[config.mk]
export PLATFORM = sky130hd
export DESIGN_NAME = bit_interval_trigger
export DESIGN_NICKNAME = d
export VERILOG_FILES = /design/src/rtl/ivt_pkg.sv /design/src/rtl/ivt_counter.sv /design/src/rtl/ivt_rise_detect.sv /design/src/rtl/ivt_status.sv /design/src/rtl/bit_interval_trigger.sv
export SDC_FILE = /design/constraint.sdc
export NUM_CORES = 1
export LEC_CHECK = 0
export BUFFER_PORTS_ARGS = -buffer_cell sky130_fd_sc_hd__buf_2
export CORE_MARGIN = 2
export CORE_UTILIZATION = 45
export CTS_CLUSTER_DIAMETER = 120
export DETAILED_ROUTE_END_ITERATION = 10
export PLACE_DENSITY = 0.68
export SLEW_MARGIN = 25
export SYNTH_ARGS = -nofsm -noshare
export SYNTH_HDL_FRONTEND = slang
export SYNTH_HIERARCHICAL = 1
export SYNTH_SLANG_ARGS = --single-unit
export TNS_END_PERCENT = 10
[constraint.sdc]
create_clock -name clk_i -period 4.39 [get_ports clk_i]
set_input_delay 0.439 -clock clk_i [delete_from_list [all_inputs] [get_ports clk_i]]
set_output_delay 0.439 -clock clk_i [all_outputs]
set_load 0.01 [all_outputs]
[src/rtl/ivt_pkg.sv]
package ivt_pkg;
  localparam int unsigned CNT_W     = 32;
  localparam int unsigned NUM_SRC   = 4;
  localparam int unsigned WATCH_LSB = 6;
  localparam int unsigned CFG_W     = 2 * NUM_SRC;

  typedef logic [NUM_SRC-1:0] src_vec_t;

  typedef struct packed {
    src_vec_t ad_en;
    src_vec_t irq_en;
  } ivt_cfg_t;
endpackage

[src/rtl/ivt_counter.sv]
module ivt_counter #(
  parameter int unsigned CNT_W = 32
) (
  input  logic             clk_i,
  input  logic             rst_ni,
  input  logic             cnt_en_i,
  output logic [CNT_W-1:0] cnt_o,
  output logic [CNT_W-1:0] cnt_nxt_o
);
  logic [CNT_W-1:0] cnt_q;

  assign cnt_nxt_o = cnt_q + {{(CNT_W-1){1'b0}}, 1'b1};
  assign cnt_o     = cnt_q;

  always_ff @(posedge clk_i or negedge rst_ni) begin
    if (!rst_ni)       cnt_q <= '0;
    else if (cnt_en_i) cnt_q <= cnt_nxt_o;
  end

  assert_cnt_hold_R2: assert property (@(posedge clk_i) disable iff (!rst_ni)
    !cnt_en_i |=> $stable(cnt_q));
  assert_cnt_step_R2: assert property (@(posedge clk_i) disable iff (!rst_ni)
    cnt_en_i |=> cnt_q == $past(cnt_q) + 1'b1);
endmodule

[src/rtl/ivt_rise_detect.sv]
module ivt_rise_detect #(
  parameter int unsigned CNT_W     = 32,
  parameter int unsigned NUM_SRC   = 4,
  parameter int unsigned WATCH_LSB = 6
) (
  input  logic               clk_i,
  input  logic               rst_ni,
  input  logic               cnt_en_i,
  input  logic [CNT_W-1:0]   cnt_i,
  input  logic [CNT_W-1:0]   cnt_nxt_i,
  output logic [NUM_SRC-1:0] rise_o
);
  // compare each watched bit against its value before the step
  for (genvar g = 0; g < NUM_SRC; g++) begin : g_src
    localparam int unsigned BIT = WATCH_LSB + g;
    assign rise_o[g] = cnt_en_i & ~cnt_i[BIT] & cnt_nxt_i[BIT];
  end

  assert_rise_needs_step_R3: assert property (@(posedge clk_i) disable iff (!rst_ni)
    (|rise_o) |-> cnt_en_i);
  assert_rise_single_R3: assert property (@(posedge clk_i) disable iff (!rst_ni)
    $onehot0(rise_o));
endmodule

[src/rtl/ivt_status.sv]
module ivt_status
  import ivt_pkg::*;
#(
  parameter int unsigned NUM_SRC = 4
) (
  input  logic               clk_i,
  input  logic               rst_ni,
  input  logic               cfg_we_i,
  input  logic [2*NUM_SRC-1:0] cfg_wdata_i,
  input  logic               stat_we_i,
  input  logic [NUM_SRC-1:0] stat_wdata_i,
  input  logic [NUM_SRC-1:0] rise_i,
  output logic [NUM_SRC-1:0] stat_o,
  output logic [NUM_SRC-1:0] ad_fire_o,
  output logic               irq_o
);
  logic [NUM_SRC-1:0] irq_en_q, ad_en_q, stat_q, set_vec, clr_vec;

  always_ff @(posedge clk_i or negedge rst_ni) begin
    if (!rst_ni) begin
      irq_en_q <= '0;
      ad_en_q  <= '0;
    end else if (cfg_we_i) begin
      irq_en_q <= cfg_wdata_i[NUM_SRC-1:0];
      ad_en_q  <= cfg_wdata_i[2*NUM_SRC-1:NUM_SRC];
    end
  end

  assign set_vec = rise_i & irq_en_q;
  assign clr_vec = stat_we_i ? stat_wdata_i : '0;

  // set dominates clear
  always_ff @(posedge clk_i or negedge rst_ni) begin
    if (!rst_ni) stat_q <= '0;
    else         stat_q <= (stat_q & ~clr_vec) | set_vec;
  end

  assign ad_fire_o = rise_i & ad_en_q;
  assign stat_o    = stat_q;
  assign irq_o     = |(stat_q & irq_en_q);

  assert_clear_R7: assert property (@(posedge clk_i) disable iff (!rst_ni)
    (stat_we_i && |(stat_wdata_i & ~set_vec)) |=>
      (stat_q & $past(stat_wdata_i & ~set_vec)) == '0);
  assert_set_wins_R8: assert property (@(posedge clk_i) disable iff (!rst_ni)
    (|set_vec) |=> (stat_q & $past(set_vec)) == $past(set_vec));
  assert_irq_has_flag_R6: assert property (@(posedge clk_i) disable iff (!rst_ni)
    irq_o |-> (|stat_q));
endmodule

[src/rtl/bit_interval_trigger.sv]
module bit_interval_trigger
  import ivt_pkg::*;
(
  input  logic               clk_i,
  input  logic               rst_ni,
  input  logic               cnt_en_i,
  input  logic               cfg_we_i,
  input  logic [CFG_W-1:0]   cfg_wdata_i,
  input  logic               stat_we_i,
  input  logic [NUM_SRC-1:0] stat_wdata_i,
  output logic [NUM_SRC-1:0] stat_o,
  output logic [CNT_W-1:0]   cnt_o,
  output logic               irq_o,
  output logic               ad_trig_o
);
  logic [CNT_W-1:0]   cnt_nxt;
  logic [NUM_SRC-1:0] rise, ad_fire;
  logic               ad_q;

  ivt_counter #(.CNT_W(CNT_W)) u_cnt (
    .clk_i, .rst_ni, .cnt_en_i,
    .cnt_o, .cnt_nxt_o(cnt_nxt)
  );

  ivt_rise_detect #(.CNT_W(CNT_W), .NUM_SRC(NUM_SRC), .WATCH_LSB(WATCH_LSB)) u_rise (
    .clk_i, .rst_ni, .cnt_en_i,
    .cnt_i(cnt_o), .cnt_nxt_i(cnt_nxt), .rise_o(rise)
  );

  ivt_status #(.NUM_SRC(NUM_SRC)) u_stat (
    .clk_i, .rst_ni, .cfg_we_i, .cfg_wdata_i, .stat_we_i, .stat_wdata_i,
    .rise_i(rise), .stat_o, .ad_fire_o(ad_fire), .irq_o
  );

  always_ff @(posedge clk_i or negedge rst_ni) begin
    if (!rst_ni) ad_q <= 1'b0;
    else         ad_q <= |ad_fire;
  end
  assign ad_trig_o = ad_q;

  assert_ad_one_clock_R5: assert property (@(posedge clk_i) disable iff (!rst_ni)
    ad_trig_o |=> !ad_trig_o);
endmodule

==> impl_metrics.env, run 1 <==
export IMPL_status="finished, final reports clean"
export IMPL_drive_gt1_share_pct=30.71
export IMPL_powerDensity_nw_per_um2=359.8
export IMPL_post_dp_hpwl_mm=3.340
export IMPL_min_period_ns=2.100
export IMPL_routedWlPerCell_um=14.26
export IMPL_end_kind="flip-flop"
export IMPL_crit_reg2reg_launch="u_cnt/cnt_o[2]$_DFFE_PN0P_"
export IMPL_cts_buffers_inserted=5
export IMPL_track_usage_pct=17.28
export IMPL_clk_pin_slew_worst_paths_ns=0.08
export IMPL_drtPass1Iterations=4
export IMPL_final_period_utilization_pct=47.85
export IMPL_clock_power_share_pct=26.3
export IMPL_drv_cap=0
export IMPL_cp_start_kind="flip-flop"
export IMPL_fin_area_um2=2651
export IMPL_grt_pass1_wl_mm=7.362
export IMPL_p_int_uw=676.5
export IMPL_antenna_found_initial=0
export IMPL_arrival_ns=2.26
export IMPL_clock_latency_ns=0.28
export IMPL_layout_setup_ws_ns=2.290
export IMPL_core_um2=4817
export IMPL_vdd_drop_max_uv=240.0
export IMPL_cts_hold_buf=0
export IMPL_drt_wl_total_mm=4.578
export IMPL_ioPinCount=55
export IMPL_die_area_um2=5660
export IMPL_die_x_um=75.24
export IMPL_avgSynthCellArea_um2=11.03
export IMPL_num_vias=1643
export IMPL_htree_levels=2
export IMPL_hold_class="in2async"
export IMPL_ys_warn_count=6
export IMPL_power_leakage_uw=0.001322
export IMPL_max_freq_mhz=476.1
export IMPL_cts_buffer_depth=2
export IMPL_num_rows=25
export IMPL_seq_area_um2=1126
export IMPL_swShare_pct=29.09
export IMPL_place_area_um2=2562
export IMPL_multiInputGateArea_um2=1071
export IMPL_path_class="reg2reg"
export IMPL_slew_violations=0
export IMPL_ant_nets=0
export IMPL_grt_max_degree=46
export IMPL_drtIter0Drc=134
export IMPL_die_h_um=75.24
export IMPL_relSlewSlack_pct=61.96
export IMPL_seq_power_share_pct=54.6
export IMPL_finClkSkew_ns=0.005080
export IMPL_crit_fanout=7
export IMPL_viasPerCell=5.118
export IMPL_synthCells=207
export IMPL_tns_ns=0
export IMPL_switchingPower_uw=277.5
export IMPL_place_congestion=0.8168
export IMPL_fin_util_pct=55.04
export IMPL_gr_total_overflow=0
export IMPL_setup_violations=0
export IMPL_cp_startpoint="u_cnt/cnt_o[2]$_DFFE_PN0P_"
export IMPL_post_cts_buffers=0
export IMPL_antenna_cells=0
export IMPL_syn_area_um2=2283
export IMPL_hold_viol_final=0
export IMPL_cts_root_buf="clkbuf_8"
export IMPL_pre_cts_ws_ns=2.299
export IMPL_pwr_share_comb_pct=19.0
export IMPL_synth_fp_nets=225
export IMPL_cts_tree="yes"
export IMPL_crit_required_ns=4.55
export IMPL_initial_core_util_pct=47.40
export IMPL_area_growth_syn_to_layout_pct=16.11
export IMPL_nNetsFinal=272
export IMPL_drc=0
export IMPL_cts_sinks=45
export IMPL_fin_hold_ws_ns=0.1396
export IMPL_grt_pass1_vias=1538
export IMPL_ctsResizeCount=0
export IMPL_worstMarginPinSlew_ns=0.5706
export IMPL_portBuffers=54
export IMPL_rsz0062_at_grt="no"
export IMPL_nFillCells=456
-- cell usage in the layout (no fill, tap or decap) --
cell      instances
buf_2            53
dfrtp_1          45
xnor2_1          26
nand2_1          21
nand3_1          14
nand4_1          11
xor2_1            9
nor2_1            8
mux2_4            8
and3_1            7
clkbuf_8          6
nor3_1            6
and2_1            6
and3b_1           4
a22o_1            4
nor4_1            3
inv_1             3
or2_2             2
or3_1             2
a22oi_1           2
or4_1             1
clkbuf_1          1
buf_4             1
nand4_2           1
nand3_4           1
nor4_4            1
nor4_2            1
or3_4             1
or4_4             1
and4_1            1
nor2b_1           1
mux2_2            1
nor4b_4           1
ha_1              1
-- worst paths after layout --
check	to	slack [ns]	cells after the start
min	u_cnt/cnt_o[5]$_DFFE_PN0P_	0.14	1
max in group asynchronous	u_cnt/cnt_o[23]$_DFFE_PN0P_	3.86	1
min in group clk_i	u_stat/irq_en_q[2]$_DFFE_PN0P_	0.38	2
max reg2reg	ad_trig_o$_DFF_PN0_	2.29	7
min reg2reg	u_cnt/cnt_o[31]$_DFFE_PN0P_	0.47	1
max	ad_trig_o$_DFF_PN0_	2.29	7
-- stage by stage --
stage / cells / total power, µW
floorplan: 207 / 641.9
global placement: 314 / 708.4
detailed placement: 314 / 711.3
CTS: 321 / 966.5
global route: 321 / 1010
finish: 321 / 954.0
-- metal layers --
metal	GRT usage, %	up-vias	wire length (µm)
met5	0	-	0
met3	4.150	2	223
li1	-	807	-
met4	4.678	0	31
met2	26.71	44	2101
met1	24.49	790	2221
-- critical path, cell delays in order, from the launching register on --
cell and delay, ns:
dfrtp_1 0.47, nand4_2 0.21, nor2_1 0.25, and3_1 0.20, xor2_1 0.06, and3b_1 0.20, and2_1 0.13, or4_1 0.45
-- power by group through the flow --
| stage | Sequential, µW | Clock [µW] | Combinational [µW] |
|---|---|---|---|
| after floorplan | 523 | 0 | 119 |
| after global placement | 524 | 0 | 185 |
| after detailed placement | 529 | 0 | 182 |
| after CTS | 521 | 262 | 183 |
| after global routing | 532 | 279 | 199 |
| final | 521 | 251 | 182 |
-- layout make-up --
| type | instances | share of cell area, % |
|---|---|---|
| Timing Repair Buffer | 54 | 10.29 |
| Multi-Input combinational cell | 145 | 40.40 |
| Tap cell | 67 | 3.162 |
| Clock buffer | 7 | 3.256 |
| Sequential cell | 45 | 42.47 |
| Inverter | 3 | 0.4247 |
-- sequential cells by signal (all words and copies together), names as in the netlist --
register,count
ad_trig_o,1
u_cnt/cnt_o,32
u_stat/irq_en_q,4
u_stat/stat_o,4
u_stat/ad_en_q,4
No activity file was read; power rests on OpenSTA's default activity.
==> inputs of run 2 (changes only) <==
==> constraint.sdc (replaced) <==
create_clock -name clk_i -period 2 [get_ports clk_i]
set_input_delay 0.2 -clock clk_i [delete_from_list [all_inputs] [get_ports clk_i]]
set_output_delay 0.2 -clock clk_i [all_outputs]
set_load 0.01 [all_outputs]
==> run 2 against run 1 <==
Effect of this change:
- global-route usage is 0.39 points higher
- hold slack worse by 0.015 ns
- die area stayed put
- count of clock-buffer cells in the layout is 2 lower
- clock power grew to 2.7 times the previous value
- first-iteration DRC count is 10% lower
- clock skew hardly changed
- cell count is 3.7% higher
- sequential share of layout area is 2.0 points lower
- core utilization is 3.0 points higher
- final area is 5.4% higher
- via count is 3.7% higher
- largest cell class unchanged
- largest power group unchanged
==> impl_metrics.env, run 2 (synthesized netlist as in run 1, its figures left out) <==
export IMPL_status="finished, final reports clean"
export IMPL_pwr_share_comb_pct=22.0
export IMPL_viasPerCell=5.114
export IMPL_drt_wl_total_mm=4.679
export IMPL_track_usage_pct=17.67
export IMPL_finClkSkew_ns=0.004618
export IMPL_final_period_utilization_pct=94.26
export IMPL_nFillCells=448
export IMPL_powerDensity_nw_per_um2=837.4
export IMPL_nNetsFinal=283
export IMPL_seq_power_share_pct=48.5
export IMPL_highest_layer="met4"
export IMPL_die_h_um=75.24
export IMPL_initial_core_util_pct=47.40
export IMPL_p_int_uw=1665
export IMPL_cts_buffer_depth=2
export IMPL_arrival_ns=2.06
export IMPL_wl_met2_mm=2.062
export IMPL_slew_violations=0
export IMPL_crit_buf_inv=1
export IMPL_power_leakage_uw=0.001386
export IMPL_pre_cts_ws_ns=0.06145
export IMPL_antenna_cells=0
export IMPL_switchingPower_uw=674.7
export IMPL_drtPass1Iterations=4
export IMPL_crit_family="simple AND/OR/NAND/NOR gates"
export IMPL_post_dp_hpwl_mm=3.394
export IMPL_num_rows=25
export IMPL_critPathMaxStageDelay_ns=0.49
export IMPL_hold_viol_final=0
export IMPL_setup_violations=0
export IMPL_layout_setup_ws_ns=0.1147
export IMPL_core_um2=4817
export IMPL_area_growth_syn_to_layout_pct=22.36
export IMPL_rsz0062_at_grt="no"
export IMPL_cts_tree="yes"
export IMPL_cts_sinks=45
export IMPL_clk_pin_slew_worst_paths_ns=0.09
export IMPL_gr_total_overflow=0
export IMPL_grt_pass1_vias=1563
export IMPL_drtIter0Drc=120
export IMPL_crit_fanout=6
export IMPL_drc=0
export IMPL_antenna_found_initial=0
export IMPL_max_freq_mhz=530.4
export IMPL_clock_latency_ns=0.30
export IMPL_cp_start_kind="flip-flop"
export IMPL_drv_cap=0
export IMPL_end_kind="flip-flop"
export IMPL_met1Wirelength_mm=2.274
export IMPL_relSlewSlack_pct=68.65
export IMPL_grt_pass1_wl_mm=7.507
export IMPL_die_x_um=75.24
export IMPL_cts_root_buf="clkbuf_8"
export IMPL_ioPinCount=55
export IMPL_layout_commonest_cell="buf_2"
export IMPL_drive_gt1_share_pct=35.34
export IMPL_grt_max_degree=46
export IMPL_hold_class="in2reg"
export IMPL_largest_reg_flops=32
export IMPL_clock_power_share_pct=29.5
export IMPL_crit_required_ns=2.18
export IMPL_die_area_um2=5660
export IMPL_cts_buffers_inserted=5
export IMPL_htree_levels=2
export IMPL_min_period_ns=1.885
export IMPL_swShare_pct=28.84
export IMPL_met3_wirelength_um=232
export IMPL_vdd_drop_max_uv=606.7
export IMPL_portBuffers=54
export IMPL_routedWlPerCell_um=14.05
export IMPL_tns_ns=0
export IMPL_path_class="reg2reg"
export IMPL_ant_nets=0
export IMPL_place_congestion=0.7781
export IMPL_final_cell_mix="buf_2, dfrtp_1, xnor2_1"
export IMPL_critical_path_slowest_cell="or4_1"
export IMPL_worstMarginPinSlew_ns=0.4664
export IMPL_crit_chain="buf_4 -> and4_1 -> nand2_1 -> xnor2_1 -> and3b_1 -> and2_1 -> or4_1"
export IMPL_num_vias=1703
-- run 2: cell type report --
| type | count | area [µm²] | share of cell area, % |
|---|---|---|---|
| sequential | 45 | 1130 | 40.44 |
| multi-input combinational | 145 | 1086 | 38.87 |
| timing repair buffer | 65 | 367.9 | 13.17 |
| tap | 67 | 83.83 | 3.000 |
| clock buffer | 5 | 68.82 | 2.463 |
| clock inverter | 3 | 46.29 | 1.657 |
| inverter | 3 | 11.26 | 0.4030 |
-- run 2: per-layer routing --
| layer | track usage (%) | vias to the layer above |
|---|---|---|
| met5 | 0 | - |
| met4 | 7.212 | 0 |
| met3 | 3.748 | 13 |
| met2 | 25.63 | 53 |
| met1 | 25.79 | 802 |
| li1 | - | 835 |
-- run 2: worst paths after layout --
kind,from,to,slack [ns],cells past startpoint
worst max-delay path,u_cnt/cnt_o[2]$_DFFE_PN0P_,ad_trig_o$_DFF_PN0_,0.11,7
worst min-delay path,cfg_wdata_i[5],u_stat/ad_en_q[1]$_DFFE_PN0P_,0.12,2
worst max register to register,u_cnt/cnt_o[2]$_DFFE_PN0P_,ad_trig_o$_DFF_PN0_,0.11,7
worst min register to register,u_cnt/cnt_o[31]$_DFFE_PN0P_,u_cnt/cnt_o[31]$_DFFE_PN0P_,0.47,1
max in group asynchronous,rst_ni,u_cnt/cnt_o[4]$_DFFE_PN0P_,1.38,3
min in group asynchronous,rst_ni,u_cnt/cnt_o[2]$_DFFE_PN0P_,0.40,3
-- run 2: power groups by stage --
stage          clock network (µW)  registers [µW]  logic (µW)
6_report                      690            1140         515
5_1_grt                       743            1160         564
4_1_cts                       710            1120         493
3_5_place_dp                    0            1140         488
3_3_place_gp                    0            1130         489
2_1_floorplan                   0            1150         265
-- run 2: per-stage QoR --
stage	utilization, %	power [µW]	area [µm²]	std cells	hold slack [ns]
2_1_floorplan	-	1416	2291	207	-0.09559
3_3_place_gp	54.99	1622	2649	323	0.1952
3_5_place_dp	54.99	1629	2649	323	0.1982
4_1_cts	57.58	2327	2774	332	0.1178
5_1_grt	58.00	2463	2794	333	0.1189
6_report	58.00	2340	2794	333	0.1244
-- run 2: what timing repair did --
item	CTS	global route
hold buffers	1	0
endpoints found under the hold margin	45	0
resized for setup	0	3
buffers inserted	0	1
endpoints found under the setup margin	0	1
==> inputs of run 3 (changes only) <==
--- a/config.mk
+++ b/config.mk
@@ -6,11 +6,13 @@
 export NUM_CORES = 1
 export LEC_CHECK = 0
 export BUFFER_PORTS_ARGS = -buffer_cell sky130_fd_sc_hd__buf_2
+export CELL_PAD_IN_SITES_DETAIL_PLACEMENT = 2
+export CELL_PAD_IN_SITES_GLOBAL_PLACEMENT = 2
 export CORE_MARGIN = 2
-export CORE_UTILIZATION = 45
+export CORE_UTILIZATION = 31
 export CTS_CLUSTER_DIAMETER = 120
 export DETAILED_ROUTE_END_ITERATION = 10
-export PLACE_DENSITY = 0.68
+export PLACE_DENSITY_LB_ADDON = 0.1
 export SLEW_MARGIN = 25
 export SYNTH_ARGS = -nofsm -noshare
 export SYNTH_HDL_FRONTEND = slang
==> constraint.sdc (replaced) <==
create_clock -name clk_i -period 1.58 [get_ports clk_i]
set_input_delay 0.158 -clock clk_i [delete_from_list [all_inputs] [get_ports clk_i]]
set_output_delay 0.158 -clock clk_i [all_outputs]
set_load 0.01 [all_outputs]
==> run 3 against run 2 <==
Effect of this change:
- the flow now finishes with violations (negative setup slack)
- clock power up 38%
- sequential power up 25%
- maximum frequency up 3.0%
- combinational power up 87%
- wire length up 41%
- clock skew up 0.0015 ns
- sequential share of layout area down 5.6 points
- die area up 43%
- flip-flop and latch count unchanged
- critical endpoint unchanged
==> impl_metrics.env, run 3 (synthesized netlist as in run 1, its figures left out) <==
export IMPL_status="complete, but fails checks"
export IMPL_violations="negative setup slack"
export IMPL_place_congestion=0.7303
export IMPL_crit_required_ns=1.77
export IMPL_drv_cap=0
export IMPL_layout_setup_ws_ns=-0.2499
export IMPL_min_delay_start="cfg_wdata_i[0]"
export IMPL_die_x_um=89.83
export IMPL_relSlewSlack_pct=75.62
export IMPL_track_usage_pct=17.67
export IMPL_crit_reg2reg_launch="u_cnt/cnt_o[1]$_DFFE_PN0P_"
export IMPL_drt_wl_total_mm=6.604
export IMPL_core_um2=7176
export IMPL_cts_buffers_inserted=5
export IMPL_end_kind="flip-flop"
export IMPL_drive_gt1_share_pct=47.90
export IMPL_drtIter0Drc=38
export IMPL_largest_reg_flops=32
export IMPL_worstMarginPinSlew_ns=0.3629
export IMPL_area_growth_syn_to_layout_pct=42.19
export IMPL_powerDensity_nw_per_um2=1029
export IMPL_crit_fanout=3
export IMPL_cts_sinks=45
export IMPL_nFillCells=778
export IMPL_hold_path_cell_count=2
export IMPL_critical_path_slowest_cell="dfrtp_1"
export IMPL_cts_root_buf="clkbuf_8"
export IMPL_routedWlPerCell_um=16.19
export IMPL_grt_max_degree=46
export IMPL_seq_power_share_pct=42.7
export IMPL_fin_area_um2=3247
export IMPL_grt_use_met2_pct=29.99
export IMPL_switchingPower_uw=1002
export IMPL_hold_class="in2reg"
export IMPL_p_int_uw=2338
export IMPL_final_cell_mix="buf_2, buf_4, dfrtp_1"
export IMPL_drtPass1Iterations=4
export IMPL_portBuffers=54
export IMPL_reg2reg_to="ad_trig_o$_DFF_PN0_"
export IMPL_setup_violations=15
export IMPL_pwr_share_comb_pct=28.9
export IMPL_num_rows=31
export IMPL_place_area_um2=2994
export IMPL_gr_total_overflow=0
export IMPL_vdd_drop_max_uv=658.7
export IMPL_reg2reg_slack_ns=-0.25
export IMPL_die_h_um=89.83
export IMPL_antenna_cells=0
export IMPL_htree_levels=2
export IMPL_ioPinCount=55
export IMPL_power_leakage_uw=0.001612
export IMPL_ant_nets=0
export IMPL_cts_tree="yes"
export IMPL_rsz0062_at_grt="yes"
export IMPL_clock_power_share_pct=28.4
export IMPL_crit_chain="ha_4 -> nand3_2 -> or2_4 -> xnor2_1 -> and3b_1 -> and2_1 -> or4_1"
export IMPL_worstHoldEndpoint="u_stat/irq_en_q[0]$_DFFE_PN0P_"
export IMPL_path_class="reg2reg"
export IMPL_r2r_cells=7
export IMPL_drc=0
export IMPL_post_dp_hpwl_mm=4.938
export IMPL_grt_util_met1_pct=22.34
export IMPL_arrival_ns=2.02
export IMPL_slew_violations=0
export IMPL_critPathMaxStageDelay_ns=0.42
export IMPL_cts_buffer_depth=2
export IMPL_grt_use_met3_pct=5.113
export IMPL_swShare_pct=30.00
export IMPL_final_period_utilization_pct=115.8
export IMPL_viasPerCell=4.762
export IMPL_grt_pass1_vias=2080
export IMPL_die_area_um2=8069
export IMPL_clk_pin_slew_worst_paths_ns=0.09
export IMPL_grt_pass1_wl_mm=11.27
export IMPL_hold_viol_final=0
export IMPL_max_freq_mhz=546.5
export IMPL_num_vias=1943
export IMPL_tns_ns=-0.6563
export IMPL_clock_latency_ns=0.31
export IMPL_cp_start_kind="flip-flop"
export IMPL_min_period_ns=1.830
export IMPL_finClkSkew_ns=0.006109
export IMPL_grt_busiest_layer="met2"
export IMPL_layout_commonest_cell="buf_2"
export IMPL_antenna_found_initial=0
export IMPL_nNetsFinal=326
export IMPL_initial_core_util_pct=31.82
-- run 3: per-stage QoR --
stage	total power (µW)	std cells	setup WS (ns)	hold slack, ns	util, %
6_report	3340	408	-0.2499	0.07271	45.25
5_1_grt	3547	408	-0.3467	0.06097	45.25
4_1_cts	3321	406	-0.2596	0.06053	44.46
3_5_place_dp	2284	395	-0.2810	0.1617	41.73
3_3_place_gp	2244	395	-0.2298	0.1637	41.73
2_1_floorplan	1798	207	-0.3832	-0.1376	-
-- run 3: what timing repair did --
item / 4_1_cts / 5_1_grt
endpoints found under the setup margin: 22 / 24
hold endpoints to repair: 45 / 0
gates resized for setup: 12 / 10
pin swaps: 11 / 5
setup buffers: 2 / 2
hold buffers: 1 / 0
-- run 3: how the worst max path moves through the flow --
| stage | from | end | slack (ns) | depth (start not counted) |
|---|---|---|---|---|
| finish | u_cnt/cnt_o[1]$_DFFE_PN0P_ | ad_trig_o$_DFF_PN0_ | -0.25 | 7 |
| global route | u_cnt/cnt_o[1]$_DFFE_PN0P_ | ad_trig_o$_DFF_PN0_ | -0.35 | 7 |
| CTS | u_cnt/cnt_o[1]$_DFFE_PN0P_ | ad_trig_o$_DFF_PN0_ | -0.26 | 7 |
| detailed placement | u_cnt/cnt_o[3]$_DFFE_PN0P_ | ad_trig_o$_DFF_PN0_ | -0.28 | 7 |
| global placement | u_cnt/cnt_o[1]$_DFFE_PN0P_ | ad_trig_o$_DFF_PN0_ | -0.23 | 7 |
| floorplan | u_cnt/cnt_o[1]$_DFFE_PN0P_ | ad_trig_o$_DFF_PN0_ | -0.38 | 8 |
-- run 3: power by group through the flow --
stage / clock network, µW / registers (µW) / logic, µW
floorplan: 0 / 1460 / 340
global placement: 0 / 1400 / 842
detailed placement: 0 / 1420 / 864
CTS: 977 / 1410 / 932
global route: 1030 / 1440 / 1070
finish: 950 / 1430 / 964
-- run 3: cell type report --
type | instances | area, µm² | share of cell area, %
clock buffer | 6 | 82.58 | 2.543
sequential | 45 | 1130 | 34.80
tap | 99 | 123.9 | 3.815
multi-input combinational | 145 | 1152 | 35.49
timing repair buffer | 108 | 709.4 | 21.85
inverter | 3 | 11.26 | 0.3468
clock inverter | 2 | 37.54 | 1.156
-- run 3: worst max-delay path: cells and delay by family (launching register included) --
family                     cells  cell delay (ns)
DFF                            1             0.42
xor gates and xnor gates       1             0.12
adders and majority gates      1             0.17
and+or+nand+nor                5             1.01
-- run 3: layer usage --
layer	vias to the layer above	wire, µm
met5	-	0
met4	0	68
met3	7	306
met2	40	3285
met1	983	2943
li1	913	-
